===== src/rtl/amap_pkg.sv =====
package amap_pkg;

    typedef enum logic [2:0] {
        ST_IDLE,
        ST_PASS,
        ST_PLANE,
        ST_FLUSH,
        ST_DONE
    } amap_state_e;

    localparam int GRAN_SH_SMALL = 12;  // 4 KB
    localparam int GRAN_SH_LARGE = 14;  // 16 KB
    localparam int PLANAR_SH     = 2;   // base scaling when chain-4 is off

    // Effective write mode: upper bit only honoured when 3-bit mode enabled
    function automatic logic [2:0] eff_wmode(input logic wm3, input logic [2:0] wm);
        return wm3 ? wm : {1'b0, wm[1:0]};
    endfunction

endpackage


===== src/rtl/amap_decode.sv =====
module amap_decode
    import amap_pkg::*;
#(
    parameter int OFF_W   = 17,
    parameter int BANK_W  = 8,
    parameter int VRAM_AW = 20
) (
    input  logic [OFF_W-1:0]   cpu_off,
    input  logic               ext_lock,
    input  logic               text_mode,
    input  logic               screen_off,
    input  logic               ext_dual,
    input  logic               ext_wm3,
    input  logic               ext_gran16,
    input  logic               chain4,
    input  logic [2:0]         wmode,
    input  logic [BANK_W-1:0]  bank0,
    input  logic [BANK_W-1:0]  bank1,
    output logic               bypass,
    output logic [OFF_W-2:0]   win_off,
    output logic [VRAM_AW-1:0] base_addr,
    output logic               wide8
);
    localparam int LIN_W  = OFF_W - 1;
    localparam int HALF_W = LIN_W - 1;
    localparam int SCL_W  = BANK_W + GRAN_SH_LARGE + PLANAR_SH;

    logic              hi_half;
    logic [BANK_W-1:0] bank_sel;
    logic [SCL_W-1:0]  scaled;
    logic [SCL_W-1:0]  scaled_pl;
    logic [2:0]        em;

    always_comb begin
        bypass  = ext_lock | cpu_off[OFF_W-1] | text_mode | screen_off;
        hi_half = ext_dual & cpu_off[HALF_W];
        if (ext_dual)
            win_off = {1'b0, cpu_off[HALF_W-1:0]};
        else
            win_off = cpu_off[LIN_W-1:0];
        bank_sel  = hi_half ? bank1 : bank0;
        scaled    = SCL_W'(bank_sel) << (ext_gran16 ? GRAN_SH_LARGE : GRAN_SH_SMALL);
        scaled_pl = chain4 ? scaled : (scaled << PLANAR_SH);
        base_addr = VRAM_AW'(scaled_pl);
        em        = eff_wmode(ext_wm3, wmode);
        wide8     = ~chain4 & ((em == 3'd4) | (em == 3'd5) | ((em == 3'd1) & ext_wm3));
    end

endmodule


===== src/rtl/amap_seq.sv =====
module amap_seq
    import amap_pkg::*;
#(
    parameter int OFF_W   = 17,
    parameter int VRAM_AW = 20
) (
    input  logic               clk,
    input  logic               rst_n,
    input  logic               start,
    input  logic               we,
    input  logic               bypass,
    input  logic               chain4,
    input  logic               wide8,
    input  logic [OFF_W-2:0]   win_off,
    input  logic [VRAM_AW-1:0] base_addr,
    input  logic [7:0]         wdata,
    input  logic [7:0]         mask,
    input  logic [7:0]         vram_rdata,
    output logic               idle,
    output logic               ready,
    output logic               byp_fwd,
    output logic [7:0]         rdata,
    output logic               vram_en,
    output logic               vram_we,
    output logic [VRAM_AW-1:0] vram_addr,
    output logic [7:0]         vram_wdata
);
    localparam int    PIDX_W     = 3;
    localparam logic [PIDX_W-1:0] LAST_NARROW = 3'd3;
    localparam logic [PIDX_W-1:0] LAST_WIDE   = 3'd7;

    amap_state_e state, state_nx;

    logic               we_q, c4_q, wide_q;
    logic [OFF_W-2:0]   off_q;
    logic [VRAM_AW-1:0] base_q;
    logic [7:0]         wdata_q, mask_q, acc_q;
    logic [PIDX_W-1:0]  pidx;
    logic               rd_pend;
    logic               last_step;
    logic               plane_hit;
    logic [VRAM_AW-1:0] off_ext;

    always_comb begin
        last_step = c4_q | (pidx == (wide_q ? LAST_WIDE : LAST_NARROW));
        plane_hit = c4_q | mask_q[pidx];
        off_ext   = VRAM_AW'(off_q);
    end

    // state register
    always_ff @(posedge clk or negedge rst_n) begin
        if (!rst_n) state <= ST_IDLE;
        else        state <= state_nx;
    end

    // next state
    always_comb begin
        state_nx = state;
        unique case (state)
            ST_IDLE:  if (start) state_nx = bypass ? ST_PASS : ST_PLANE;
            ST_PASS:  state_nx = ST_IDLE;
            ST_PLANE: if (last_step) state_nx = ST_FLUSH;
            ST_FLUSH: state_nx = ST_DONE;
            ST_DONE:  state_nx = ST_IDLE;
            default:  state_nx = ST_IDLE;
        endcase
    end

    // access latch, plane counter, read gather
    always_ff @(posedge clk or negedge rst_n) begin
        if (!rst_n) begin
            we_q    <= 1'b0;
            c4_q    <= 1'b0;
            wide_q  <= 1'b0;
            off_q   <= '0;
            base_q  <= '0;
            wdata_q <= '0;
            mask_q  <= '0;
            acc_q   <= '0;
            pidx    <= '0;
            rd_pend <= 1'b0;
        end else begin
            rd_pend <= vram_en & ~vram_we;
            if (rd_pend) acc_q <= acc_q | vram_rdata;
            if (state == ST_IDLE && start) begin
                we_q    <= we;
                c4_q    <= chain4;
                wide_q  <= wide8;
                off_q   <= win_off;
                base_q  <= base_addr;
                wdata_q <= wdata;
                mask_q  <= mask;
                acc_q   <= '0;
                pidx    <= '0;
            end else if (state == ST_PLANE && !last_step) begin
                pidx <= pidx + 1'b1;
            end
        end
    end

    // outputs
    always_comb begin
        idle       = 1'b0;
        ready      = 1'b0;
        byp_fwd    = 1'b0;
        rdata      = 8'h00;
        vram_en    = 1'b0;
        vram_we    = 1'b0;
        vram_addr  = '0;
        vram_wdata = wdata_q;
        unique case (state)
            ST_IDLE:  idle = 1'b1;
            ST_PASS: begin
                ready   = 1'b1;
                byp_fwd = 1'b1;
            end
            ST_PLANE: begin
                vram_en = plane_hit;
                vram_we = we_q;
                if (c4_q)
                    vram_addr = off_ext + base_q;
                else if (wide_q)
                    vram_addr = (off_ext << 3) + VRAM_AW'(pidx) + base_q;
                else
                    vram_addr = (off_ext << 2) + VRAM_AW'(pidx) + base_q;
            end
            ST_FLUSH: ;
            ST_DONE: begin
                ready = 1'b1;
                rdata = acc_q;
            end
            default: ;
        endcase
    end


    ready_pulse_chk: assert property (@(posedge clk) disable iff (!rst_n)
        ready |=> !ready);


    ready_no_cycle_chk: assert property (@(posedge clk) disable iff (!rst_n)
        vram_en |-> !ready);


    narrow_lane_chk: assert property (@(posedge clk) disable iff (!rst_n)
        (vram_en && !c4_q && !wide_q) |-> (vram_addr[1:0] == pidx[1:0]));


    wide_lane_chk: assert property (@(posedge clk) disable iff (!rst_n)
        (vram_en && !c4_q && wide_q) |-> (vram_addr[2:0] == pidx));

endmodule


===== src/rtl/aperture_mapper.sv =====
module aperture_mapper #(
    parameter int OFF_W   = 17,
    parameter int BANK_W  = 8,
    parameter int VRAM_AW = 20
) (
    input  logic               clk,
    input  logic               rst_n,
    input  logic               cpu_req,
    input  logic               cpu_we,
    input  logic [OFF_W-1:0]   cpu_off,
    input  logic [7:0]         cpu_wdata,
    output logic [7:0]         cpu_rdata,
    output logic               cpu_ready,
    output logic               byp_fwd,
    input  logic               ext_lock,
    input  logic               text_mode,
    input  logic               screen_off,
    input  logic               ext_dual,
    input  logic               ext_wm3,
    input  logic               ext_gran16,
    input  logic               chain4,
    input  logic [2:0]         wmode,
    input  logic [7:0]         plane_mask,
    input  logic [BANK_W-1:0]  bank0,
    input  logic [BANK_W-1:0]  bank1,
    output logic               vram_en,
    output logic               vram_we,
    output logic [VRAM_AW-1:0] vram_addr,
    output logic [7:0]         vram_wdata,
    input  logic [7:0]         vram_rdata
);
    logic               dec_bypass;
    logic [OFF_W-2:0]   dec_off;
    logic [VRAM_AW-1:0] dec_base;
    logic               dec_wide;
    logic               seq_idle;

    amap_decode #(.OFF_W(OFF_W), .BANK_W(BANK_W), .VRAM_AW(VRAM_AW)) u_dec (
        .cpu_off    (cpu_off),
        .ext_lock   (ext_lock),
        .text_mode  (text_mode),
        .screen_off (screen_off),
        .ext_dual   (ext_dual),
        .ext_wm3    (ext_wm3),
        .ext_gran16 (ext_gran16),
        .chain4     (chain4),
        .wmode      (wmode),
        .bank0      (bank0),
        .bank1      (bank1),
        .bypass     (dec_bypass),
        .win_off    (dec_off),
        .base_addr  (dec_base),
        .wide8      (dec_wide)
    );

    amap_seq #(.OFF_W(OFF_W), .VRAM_AW(VRAM_AW)) u_seq (
        .clk        (clk),
        .rst_n      (rst_n),
        .start      (cpu_req),
        .we         (cpu_we),
        .bypass     (dec_bypass),
        .chain4     (chain4),
        .wide8      (dec_wide),
        .win_off    (dec_off),
        .base_addr  (dec_base),
        .wdata      (cpu_wdata),
        .mask       (plane_mask),
        .vram_rdata (vram_rdata),
        .idle       (seq_idle),
        .ready      (cpu_ready),
        .byp_fwd    (byp_fwd),
        .rdata      (cpu_rdata),
        .vram_en    (vram_en),
        .vram_we    (vram_we),
        .vram_addr  (vram_addr),
        .vram_wdata (vram_wdata)
    );


    high_off_bypass_chk: assert property (@(posedge clk) disable iff (!rst_n)
        (cpu_req && seq_idle && cpu_off[OFF_W-1]) |=> (byp_fwd && cpu_ready && !vram_en));


    bypass_no_cycle_chk: assert property (@(posedge clk) disable iff (!rst_n)
        byp_fwd |-> (!vram_en && cpu_rdata == 8'h00));

endmodule


===== config.mk =====
export PLATFORM = sky130hd
export DESIGN_NAME = aperture_mapper
export DESIGN_NICKNAME = d
export VERILOG_FILES = /design/src/rtl/amap_pkg.sv /design/src/rtl/amap_decode.sv /design/src/rtl/amap_seq.sv /design/src/rtl/aperture_mapper.sv
export SDC_FILE = /design/constraint.sdc
export NUM_CORES = 1
export LEC_CHECK = 0
export ABC_AREA = 1
export BUFFER_PORTS_ARGS = -buffer_cell sky130_fd_sc_hd__buf_4
export CAP_MARGIN = 40
export CORE_UTILIZATION = 40
export CTS_CLUSTER_DIAMETER = 150
export DETAILED_ROUTE_END_ITERATION = 10
export MAX_ROUTING_LAYER = met4
export PLACE_DENSITY_LB_ADDON = 0.15
export REMOVE_ABC_BUFFERS = 1
export SLEW_MARGIN = 5
export SYNTH_ARGS = -nofsm -noshare
export SYNTH_HDL_FRONTEND = slang
export SYNTH_SLANG_ARGS = --single-unit

===== constraint.sdc =====
create_clock -name clk -period 3.6 [get_ports clk]
set_clock_uncertainty 0.1 [all_clocks]
set_input_delay 0.54 -clock clk [delete_from_list [all_inputs] [get_ports clk]]
set_output_delay 0.54 -clock clk [all_outputs]
set_load 0.01 [all_outputs]

**Yosys cells after proc, flatten, opt, wreduce, memory -nomap -nowiden**

Cells that the tools add are included.
W data, S select, Z words.

- ROM bits: 0
- Logic and storage cells: 75
- Bits in writable memories: 0
- Bits in latches: 0
- Register bits after elaboration: 70
- Bits of input ports: 71
- Output and inout bits: 40
- Memories kept: 0

- Shift operators: 1
- Add/sub/neg operators: 6
- Bitwise logic cells: 14
- Equal/unequal tests: 10
- Order comparisons: 1
- Divide/modulo/power cells: 0
- Reductions and logical operators: 8
- Multiply operators: 0
- Multiplexer cells: 24

Operators by type and width:

| cell | number |
|---|---|
| $mux W20 | 4 |
| $add A20 B20 Y20 | 2 |
| $mux W8 | 4 |
| $add A16 B20 Y20 | 1 |
| $add A19 B3 Y20 | 1 |
| $shl A8 B4 Y20 | 1 |
| $add A18 B3 Y19 | 1 |
| $mux W3 | 6 |
| $mux W16 | 1 |
| $eq A3 B3 Y1 const B | 3 |
| $pmux W3 S3 | 1 |
| $or A8 B8 Y8 | 1 |
| $or A1 B1 Y1 | 7 |
| $eq A3 B1 Y1 const B | 2 |
| $eq A3 B2 Y1 const B | 2 |
| $mux W1 | 5 |
| $and A1 B1 Y1 | 4 |
| $lt A3 B4 Y1 const B | 1 |
| $mux W2 | 2 |
| $reduce_bool A2 Y1 | 2 |
| $add A3 B1 Y3 const B | 1 |
| $bmux W1 S3 | 1 |
| $eq A3 B3 Y1 | 1 |
| $logic_not A3 Y1 | 1 |
| 7 further kinds | 9 |

**Longest topological paths before layout**

Gate-level depths: netlist of run 1.

- Depth in word-level cells: 7
- Gate-level depth with buffers: 19
- Depth with buffers taken out: 19

**By module**

A second synthesis of run 1 with hierarchy kept.

- Cells, all modules: 1191
- Area total of the unflattened synthesis: 7399.6 µm²

Modules (own cells, without submodules):

| module | instances | cells an instance | area each (µm²) | sequential area each (µm²) |
|---|---|---|---|---|
| amap_seq | 1 | 1098 | 6860.3 | 1751.7 |
| amap_decode | 1 | 93 | 539.3 | 0.0 |

**Worst setup path after synthesis of run 1**

No wires, ideal clock.

- Path kind: register to output
- Start: reg u_seq.pidx[2]
- End: out vram_addr[18]
- Cell stages (with the launch flop): 20
- Arrival: 2458 ps
- Path slack: 502 ps
- Path through: dfrtp_1 ha_1 nand3_2 nor2_4 nand2_2 nor3_4 xnor2_1 inv_1 ha_1 inv_1 fa_1 inv_1 nand3_1 nand2_1 nand2_1 nand2_1 nand2_1 nand3_1 nand2_1 a21oi_1

- Cells in the longest elaborated chain, start to end: 5

RTL lines:

| what | RTL line | text |
|---|---|---|
| from (decl) | amap_seq.sv:38 | `logic [PIDX_W-1:0] pidx;` |
| from (signal assigned) | amap_seq.sv:96 | `pidx <= pidx + 1'b1;` |
| $add A19 B3 Y20 / $add A18 B3 Y19 (equally long branches) | amap_seq.sv:123, amap_seq.sv:125 |  |
| $add A20 B20 Y20, on equally long branches | amap_seq.sv:123, amap_seq.sv:125 |  |
| $mux W20 * | amap_seq.sv:122 | `else if (wide_q)` |
| $mux W20 * | amap_seq.sv:120 | `if (c4_q)` |
| $mux W20 * | amap_seq.sv:111 | `unique case (state)` |
| to (decl) | aperture_mapper.sv:28 | `output logic [VRAM_AW-1:0] vram_addr,` |

Every way passes the cells marked *; elsewhere a longest branch is shown, timed or not.

**Worst setup path in the final report of run 1**

- Start: reg u_seq.off_q[0]
- End: out vram_addr[19]

- Cells in the longest elaborated chain, start to end: 5

RTL lines:

| what | RTL line | text |
|---|---|---|
| from (decl) | amap_seq.sv:35 | `logic [OFF_W-2:0] off_q;` |
| from (signal assigned) | amap_seq.sv:89 | `off_q <= win_off;` |
| $add A19 B3 Y20 / $add A18 B3 Y19 (equally long branches) | amap_seq.sv:123, amap_seq.sv:125 |  |
| $add A20 B20 Y20, on equally long branches | amap_seq.sv:123, amap_seq.sv:125 |  |
| $mux W20 | amap_seq.sv:122 |  |
| $mux W20 * | amap_seq.sv:120 |  |
| $mux W20 * | amap_seq.sv:111 |  |

Marked as above.

==> impl_metrics.tcl, run 1 <==
set metrics [dict create \
    status "finished, final reports clean" \
    ios 111 \
    crit_type "flip-flop to output pin" \
    synthToLayoutAreaGrowth_pct 35.6 \
    maxCapViolCount 0 \
    p_leak_nw 3.07 \
    reg2reg_from "u_seq.c4_q" \
    grt_overflow 0 \
    yosysUniqueCellTypes 40 \
    fin_util 0.562 \
    final_common_cell "nand2_1" \
    vias 4422 \
    switchingPower_mw 2.12 \
    dpl.cell_count 850 \
    cp-end-kind "output pin" \
    clk_pin_slew_ns 0.07 \
    htreeDepth 3 \
    ys.flop_type "dfrtp_1" \
    clk_latency_ns 0.34 \
    rows 37 \
    post-route-cell-area_mm2 0.00580 \
    power_frac_comb 0.554 \
    setup_viol 0 \
    yosys.area.top_type "dfrtp_1" \
    period_minus_slack_ns 3.59 \
    track_usage 0.224 \
    grt_pass1_wl_um 19500 \
    start_util 0.414 \
    cts_tree "yes" \
    finalMaxSlewViolations 0 \
    die_y_um 105 \
    cp_max_fo 4 \
    post_dp_cell_area_mm2 0.00518 \
    synth-seq-area-share 0.339 \
    switching_share 0.465 \
    syn_area_per_cell_um2 6.84 \
    grt_max_degree 59 \
    routed_wl_um 12100 \
    power.internal_mw 2.43 \
    antenna_found_initial 0 \
    worst_pin_slew_ns 0.890 \
    cts_root_buffer "clkbuf_8" \
    drt_iter0_markers 160 \
    hold_path_class "input port to async pin" \
    synth-edff-count 0 \
    finalCritPeriodShare 0.998 \
    core_mm2 0.0103 \
    finalSetupTns_ns 0 \
    synth_warnings 0 \
    ys_ff_latch 58 \
    drc 0 \
    seq_power_share 0.285 \
    cp.arrival_ns 2.95 \
    pwr-share-clk 0.162 \
    clock_sinks 58 \
    stdcell_count 886 \
    ant_nets 0 \
    syn_area_mm2 0.00428 \
    gp_congestion 0.890 \
    reg2reg_to "u_seq.rd_pend" \
    hold_viol 0 \
    ir_drop_mv 0.387 \
    drive_gt1_frac 0.287 \
    first_global_vias 4200 \
    clock.fmax_ghz 0.278 \
    viasPerCell 4.99 \
    dr.pass1.iters 7 \
    die_w_um 105 \
    worstRegToRegCells 4 \
    nNetsFinal 840 \
    required_ns 2.96 \
    clockBufferDepth 2 \
    wl_per_cell_um 13.7 \
    r2r_setup_slack_ns 1.47 \
    rsz0062_at_grt "yes" \
    layout_common_cells "200 x nand2_1, 131 x buf_4, 70 x inv_1" \
    dpl.hpwl_um 8450 \
    numCtsBuffers 9 \
    relSlewSlack 0.406 \
    power.density_mw_per_mm2 784 \
    cp-start-kind "flip-flop" \
    yosys-top-cells-area "dfrtp_1 34%, nand2_1 18%, inv_1 6.4%, ha_1 6.1%, nand3_1 5.4%" \
    timing.final.ws_setup_ns 0.00878 \
    synthCells 625 \
    dieArea_mm2 0.0111 \
    synth_top_area_share 0.339 \
    synthArstFlopShare 1.00 \
    io_buffer_count 110 \
    place_ws_ns 0.147 \
    antenna_cells 0 \
]
-- power by group through the flow --
stage          sequential [mW]  combinational, mW  clock, mW
2_1_floorplan             1.20               1.54          0
3_3_place_gp              1.27               2.19          0
3_5_place_dp              1.27               2.22          0
4_1_cts                   1.28               2.35      0.752
5_1_grt                   1.34               2.86      0.774
6_report                  1.29               2.52      0.736
-- registers in the layout, summed over array words and instances (netlist names) --
register and count:
u_seq.we_q 1, u_seq.rd_pend 1, u_seq.pidx 3, u_seq.acc_q 8
u_seq.c4_q 1, u_seq.wide_q 1, u_seq.vram_wdata 8, u_seq.mask_q 8
u_seq.base_q 8, u_seq.off_q 16, u_seq.state 3
-- cell type report --
| class | count | area, µm² |
|---|---|---|
| inverter | 80 | 300 |
| timing repair buffer | 133 | 1010 |
| clock buffer | 13 | 179 |
| sequential | 58 | 1460 |
| tap | 136 | 170 |
| multi-input combinational | 463 | 2620 |
| fill | 998 | 4530 |
| clock inverter | 3 | 68.8 |
-- kinds of logic (layout without fill, tap and decap cells) --
family                     after synthesis  after routing  share of synthesized area
xor gates and xnor gates                10             10                     0.0222
and+or+nand+nor                        325            325                      0.329
adders and majority gates               24             24                     0.0755
buffers and inverters                  104            229                     0.0974
AOI/OAI and AO/OA                      103            103                      0.134
DFF                                     58             58                      0.339
muxes                                    1              1                    0.00234
-- critical path, stage by stage (launching register included) --
cell	delay, ns
dfrtp_1	0.40
ha_4	0.17
nand3_4	0.09
nor2_4	0.12
buf_6	0.12
nand2_4	0.05
nor2_4	0.13
nand2_2	0.07
nor2_4	0.14
xor2_2	0.22
ha_4	0.25
nand2_2	0.07
nand2_2	0.06
a21oi_2	0.13
nand2_1	0.07
nand2_1	0.07
nand3_2	0.10
nand3_2	0.09
nand2_1	0.05
nor2_1	0.11
buf_4	0.12
-- cells in the mapped netlist, types with 3 or more instances --
cell type	number
fa_1	3
nand4_1	3
inv_1	73
buf_2	12
nor3_1	4
buf_4	3
dfrtp_1	58
nor2_4	3
ha_1	21
nand3_1	46
nand2_2	5
a211oi_1	4
o32ai_1	3
nor2_1	37
o21ai_0	25
inv_2	7
o221ai_1	4
nand2_1	210
xnor2_1	5
nand3b_1	4
clkbuf_1	7
a21oi_1	34
o211ai_1	4
or2_1	3
xor2_1	4
o21ai_1	24
-- worst max-delay path by stage --
stage                              start  slack, ns            end
after floorplan            u_seq.pidx[2]       0.50  vram_addr[18]
after global placement     u_seq.pidx[2]       0.22  vram_addr[18]
after detailed placement   u_seq.pidx[2]       0.15  vram_addr[18]
after CTS                 u_seq.off_q[0]     -0.004  vram_addr[19]
after global routing       u_seq.pidx[2]      -0.18  vram_addr[16]
final                     u_seq.off_q[0]      0.009  vram_addr[19]
-- what timing repair did --
item                                    CTS  global route
endpoints found under the setup margin    5             6
gates resized for setup                  27            24
pin swaps                                13            29
hold buffers                              0             0
setup buffers                            10            10
-- metrics by stage --
step	power (mW)	hold WS (ns)
floorplan	2.73	0.144
global placement	3.46	0.346
detailed placement	3.48	0.339
CTS	4.39	0.187
global route	4.97	0.229
finish	4.55	0.162
-- routing by layer --
metal  up-vias  GRT usage  share of wire  routed length (µm)
met5         -          -              0                   0
met4         0     0.0543         0.0078                  95
met3        12     0.0340          0.040                 486
met2       104      0.386           0.51                6200
met1      2057      0.277           0.44                5320
li1       2249          -              -                   -
Power figures use the tool's default switching activity.
==> inputs of run 2 (changes only) <==
--- a/config.mk
+++ b/config.mk
@@ -8,6 +8,7 @@
 export ABC_AREA = 1
 export BUFFER_PORTS_ARGS = -buffer_cell sky130_fd_sc_hd__buf_4
 export CAP_MARGIN = 40
+export CORE_ASPECT_RATIO = 1.25
 export CORE_UTILIZATION = 40
 export CTS_CLUSTER_DIAMETER = 150
 export DETAILED_ROUTE_END_ITERATION = 10
==> run 2 against run 1 <==
- clock power is 4.5% higher
- register-to-register slack better by 0.02 ns
- worst setup slack better by 0.043 ns
- routed wire length is 5.5% higher
- worst hold slack better by 0.0048 ns
- non-clock buffer count is 3 higher
- critical path depth is 1 lower
- utilization is 0.85 points higher
- global-route usage is 1.8 points higher
- sequential cell count stayed put
- critical endpoint is now vram_addr[17]
- largest power group unchanged
- highest routed layer unchanged
==> impl_metrics.tcl, run 2 (same netlist as run 1, synthesis figures left out) <==
set metrics [dict create \
    fill_cells 962 \
    antenna_found_initial 0 \
    crit_chain "buf_6, ha_4, nand2_4, nor2_4, nand2_4, nor2_4, nand3_4, xor2_4, inv_1, ha_1, nand2_1, nand2_2, nand3b_1, nand2_1, nand2_1, nand3_1, a21oi_1, nor2_1, buf_4" \
    dieArea_mm2 0.0111 \
    io_buffer_count 110 \
    fin_util 0.570 \
    cts_root_buffer "clkbuf_16" \
    hold_path_class "input port to async pin" \
    cp-end-kind "output pin" \
    period_minus_slack_ns 3.55 \
    cts_tree "yes" \
    finalCritPeriodShare 0.985 \
    crit_type "flip-flop to output pin" \
    core_mm2 0.0103 \
    maxCapViolCount 0 \
    dpl.cell_count 844 \
    rows 41 \
    cp.arrival_ns 2.91 \
    drt_iter0_markers 336 \
    p_leak_nw 3.13 \
    slowest_delay_ns 0.41 \
    hold_viol 0 \
    clk_pin_slew_ns 0.05 \
    post-route-cell-area_mm2 0.00585 \
    dr.pass1.iters 4 \
    required_ns 2.96 \
    largest_reg_flops 16 \
    relSlewSlack 0.465 \
    vias 4522 \
    cpMostUsedCell "nand2_1" \
    die_w_um 94.5 \
    final_common_cell "nand2_1" \
    viasPerCell 5.13 \
    ant_nets 0 \
    setup_viol 0 \
    hold_slack_ns 0.167 \
    clock.fmax_ghz 0.282 \
    ios 111 \
    track_usage 0.243 \
    power.density_mw_per_mm2 791 \
    finalMaxSlewViolations 0 \
    wl_per_cell_um 14.5 \
    worst_pin_slew_ns 0.802 \
    ir_drop_mv 0.426 \
    antenna_cells 0 \
    layout_common_cells "202 x nand2_1, 130 x buf_4, 69 x inv_1" \
    rsz0062_at_grt "yes" \
    numCtsBuffers 9 \
    synthToLayoutAreaGrowth_pct 36.8 \
    largest-register "u_seq.off_q" \
    clk_latency_ns 0.33 \
    cp_max_fo 3 \
    power.total_mw 4.63 \
    drive_gt1_frac 0.283 \
    dpl.hpwl_um 8820 \
    post_dp_cell_area_mm2 0.00518 \
    nNetsFinal 843 \
    die_y_um 118 \
    grt_overflow 0 \
    routed_wl_um 12800 \
    start_util 0.417 \
    status "finished, final reports clean" \
    cp-start-kind "flip-flop" \
    clockBufferDepth 2 \
    gp_congestion 0.858 \
    grt_max_degree 59 \
    grt_pass1_wl_um 20500 \
    drc 0 \
    clock_sinks 58 \
    stdcell_count 882 \
    cpMaxStageDelayCell "dfrtp_2" \
    htreeDepth 3 \
    first_global_vias 4406 \
]
run 2: final timing paths:
check / from / to / slack, ns / cells past startpoint
hold / removal: rst_n / u_seq.acc_q[4] / 0.17 / 1
min in group clk: plane_mask[5] / u_seq.mask_q[5] / 0.31 / 3
setup / recovery: u_seq.off_q[0] / vram_addr[17] / 0.05 / 19
hold reg to reg: u_seq.we_q / u_seq.rd_pend / 0.33 / 1
setup reg to reg: u_seq.state[0] / u_seq.pidx[2] / 1.49 / 8
max in group asynchronous: rst_n / u_seq.pidx[2] / 2.68 / 1
run 2: repair_timing:
| action | CTS | global route |
|---|---|---|
| gates resized for setup | 35 | 23 |
| endpoints found under the setup margin | 5 | 7 |
| hold buffers | 0 | 0 |
| pin swaps | 29 | 28 |
| setup buffers | 18 | 4 |
run 2: stage by stage:
step | setup TNS (ns) | setup slack, ns
floorplan | 0 | 0.498
global placement | 0 | 0.240
detailed placement | 0 | 0.147
CTS | -0.128 | -0.0553
global route | -0.361 | -0.104
finish | 0 | 0.0523
run 2: metal layers:
layer,wire length [µm],GRT usage,vias up
met5,0,-,-
met4,331,0.0966,0
met2,6700,0.418,142
li1,-,-,2254
met1,5190,0.281,2098
met3,556,0.0317,28
run 2: cell type report:
class | instances | area, µm² | share of cell area
Multi-Input combinational cell | 463 | 2620 | 0.448
Sequential cell | 58 | 1460 | 0.249
Timing Repair Buffer | 136 | 1040 | 0.178
Inverter | 80 | 300 | 0.0513
Clock buffer | 13 | 250 | 0.0428
Tap cell | 129 | 161 | 0.0276
Clock inverter | 3 | 15.0 | 0.00257
run 2: power breakdown:
group / total (mW) / switching [mW] / internal [mW]
registers: 1.32 / 0.388 / 0.929
logic: 2.54 / 1.49 / 1.05
clock network: 0.769 / 0.288 / 0.480
run 2: critical path, delay by kind of cell, from the launching register on:
| kind | cells | cell delay (ns) |
|---|---|---|
| AOI/OAI and AO/OA | 1 | 0.15 |
| xor gates and xnor gates | 1 | 0.20 |
| adders and majority gates | 2 | 0.41 |
| buffers and inverters | 3 | 0.32 |
| DFF | 1 | 0.41 |
| and+or+nand+nor | 12 | 1.08 |
==> inputs of run 3 (changes only) <==
--- a/config.mk
+++ b/config.mk
@@ -8,7 +8,6 @@
 export ABC_AREA = 1
 export BUFFER_PORTS_ARGS = -buffer_cell sky130_fd_sc_hd__buf_4
 export CAP_MARGIN = 40
-export CORE_ASPECT_RATIO = 1.25
 export CORE_UTILIZATION = 40
 export CTS_CLUSTER_DIAMETER = 150
 export DETAILED_ROUTE_END_ITERATION = 10
@@ -19,3 +18,4 @@
 export SYNTH_ARGS = -nofsm -noshare
 export SYNTH_HDL_FRONTEND = slang
 export SYNTH_SLANG_ARGS = --single-unit
+export TNS_END_PERCENT = 1
==> run 3 against run 2 <==
- register-to-register slack better by 0.02 ns
- combinational power shrank 7.9%
- global-route usage shrank 2.0 points
- worst setup slack got worse by 0.021 ns
- final cell count decreased by 0.68%
- cell area is 3.6% lower
- via count decreased by 3.8%
- non-clock buffer count shrank 13
- critical path depth up 1
- critical path type unchanged
==> impl_metrics.tcl, run 3 (same netlist as run 1, synthesis figures left out) <==
set metrics [dict create \
    synthToLayoutAreaGrowth_pct 31.8 \
    track_usage 0.223 \
    rsz0062_at_grt "yes" \
    ios 111 \
    nNetsFinal 830 \
    gp_congestion 0.890 \
    cts_root_buffer "clkbuf_8" \
    r2r_setup_slack_ns 1.51 \
    grt_overflow 0 \
    antenna_found_initial 0 \
    met2_usage 0.381 \
    grt.busiest_layer "met2" \
    worst_pin_slew_ns 0.885 \
    start_util 0.414 \
    use_met1 0.276 \
    relSlewSlack 0.409 \
    place_ws_ns 0.147 \
    cp-end-kind "output pin" \
    maxCapViolCount 0 \
    drt_iter0_markers 162 \
    wl_per_cell_um 13.3 \
    dieArea_mm2 0.0111 \
    core_mm2 0.0103 \
    grt_pass1_wl_um 19400 \
    power.total_mw 4.37 \
    cp.arrival_ns 2.93 \
    reg2reg_to "u_seq.rd_pend" \
    final_common_cell "nand2_1" \
    routed_wl_um 11700 \
    first_global_vias 4171 \
    drive_gt1_frac 0.255 \
    rows 37 \
    finalCritPeriodShare 0.991 \
    power.density_mw_per_mm2 775 \
    p_leak_nw 3.01 \
    htreeDepth 3 \
    required_ns 2.96 \
    hold_viol 0 \
    die_w_um 105 \
    antenna_cells 0 \
    status "finished, final reports clean" \
    finalSetupTns_ns 0 \
    crit_type "flip-flop to output pin" \
    dpl.hpwl_um 8450 \
    stdcell_count 876 \
    cts_tree "yes" \
    clk_pin_slew_ns 0.07 \
    ir_drop_mv 0.386 \
    hold_path_class "input port to async pin" \
    ant_nets 0 \
    numCtsBuffers 9 \
    dr.pass1.iters 4 \
    critPathCapture "vram_addr[19]" \
    period_minus_slack_ns 3.57 \
    cp-start-kind "flip-flop" \
    io_buffer_count 110 \
    crit_start "u_seq.off_q[0]" \
    finalMaxSlewViolations 0 \
    reg2reg_from "u_seq.c4_q" \
    clk_latency_ns 0.34 \
    worstRegToRegCells 4 \
    clock.fmax_ghz 0.280 \
    viasPerCell 4.97 \
    drc 0 \
    layout_common_cells "206 x nand2_1, 122 x buf_4, 71 x inv_1" \
    clock_sinks 58 \
    setup_viol 0 \
    largest-register "u_seq.off_q" \
    cts_hold_buf 0 \
    cp_max_fo 5 \
    grt_max_degree 59 \
    hold_slack_ns 0.157 \
    largest_reg_flops 16 \
    die_y_um 105 \
    timing.final.ws_setup_ns 0.0313 \
    grt_use_met3 0.0340 \
    clockBufferDepth 2 \
    dpl.cell_count 850 \
    vias 4350 \
]
[run 3: cell type report]
| type | instances | area (µm²) |
|---|---|---|
| fillers | 1010 | 4690 |
| multi-input cells | 463 | 2540 |
| flip-flops and latches | 58 | 1450 |
| repair buffers | 123 | 927 |
| inverters | 80 | 300 |
| clock buffers | 13 | 179 |
| well taps | 136 | 170 |
| clock inverters | 3 | 68.8 |
[run 3: repair_timing]
action | CTS | global route
gates cloned | 0 | 0
resized for setup | 21 | 9
buffers inserted | 8 | 2
pin swaps | 12 | 8
setup endpoints to repair | 5 | 6
[run 3: worst max-delay path: stages (launching register included)]
cell,delay [ns]
dfrtp_1,0.42
ha_4,0.17
nand3_4,0.09
nor2_4,0.11
buf_4,0.13
nand2_2,0.08
nor2_4,0.12
nand2_2,0.07
nor2_4,0.12
xor2_2,0.20
ha_4,0.24
nand2_1,0.06
nand2_1,0.07
a21oi_1,0.12
nand2_1,0.07
nand2_1,0.07
nand3_2,0.11
nand3_2,0.09
nand2_1,0.05
nor2_1,0.09
buf_4,0.12
[run 3: power by group]
part / internal [mW] / switching, mW
Combinational: 0.946 / 1.40
Sequential: 0.925 / 0.365
Clock: 0.467 / 0.267
Total: 2.34 / 2.03
[run 3: worst min-delay path by stage]
stage | from | to | slack, ns | cells after the start
3_3_place_gp | u_seq.we_q | u_seq.rd_pend | 0.35 | 1
4_1_cts | rst_n | u_seq.off_q[7] | 0.19 | 1
5_1_grt | rst_n | u_seq.off_q[8] | 0.23 | 1
6_report | rst_n | u_seq.off_q[7] | 0.16 | 1
2_1_floorplan | rst_n | u_seq.acc_q[0] | 0.14 | 0
3_5_place_dp | u_seq.we_q | u_seq.rd_pend | 0.34 | 1
[run 3: per-stage QoR]
step,cell area [µm²],util
global route,5640,0.546
finish,5640,0.546
global placement,5180,0.502
detailed placement,5180,0.502
floorplan,4160,-
CTS,5580,0.541
[run 3: layer usage]
metal,up-vias,routed length (µm)
met2,101,5890
met3,8,498
li1,2230,-
met1,2011,5200
met5,-,0
met4,0,102
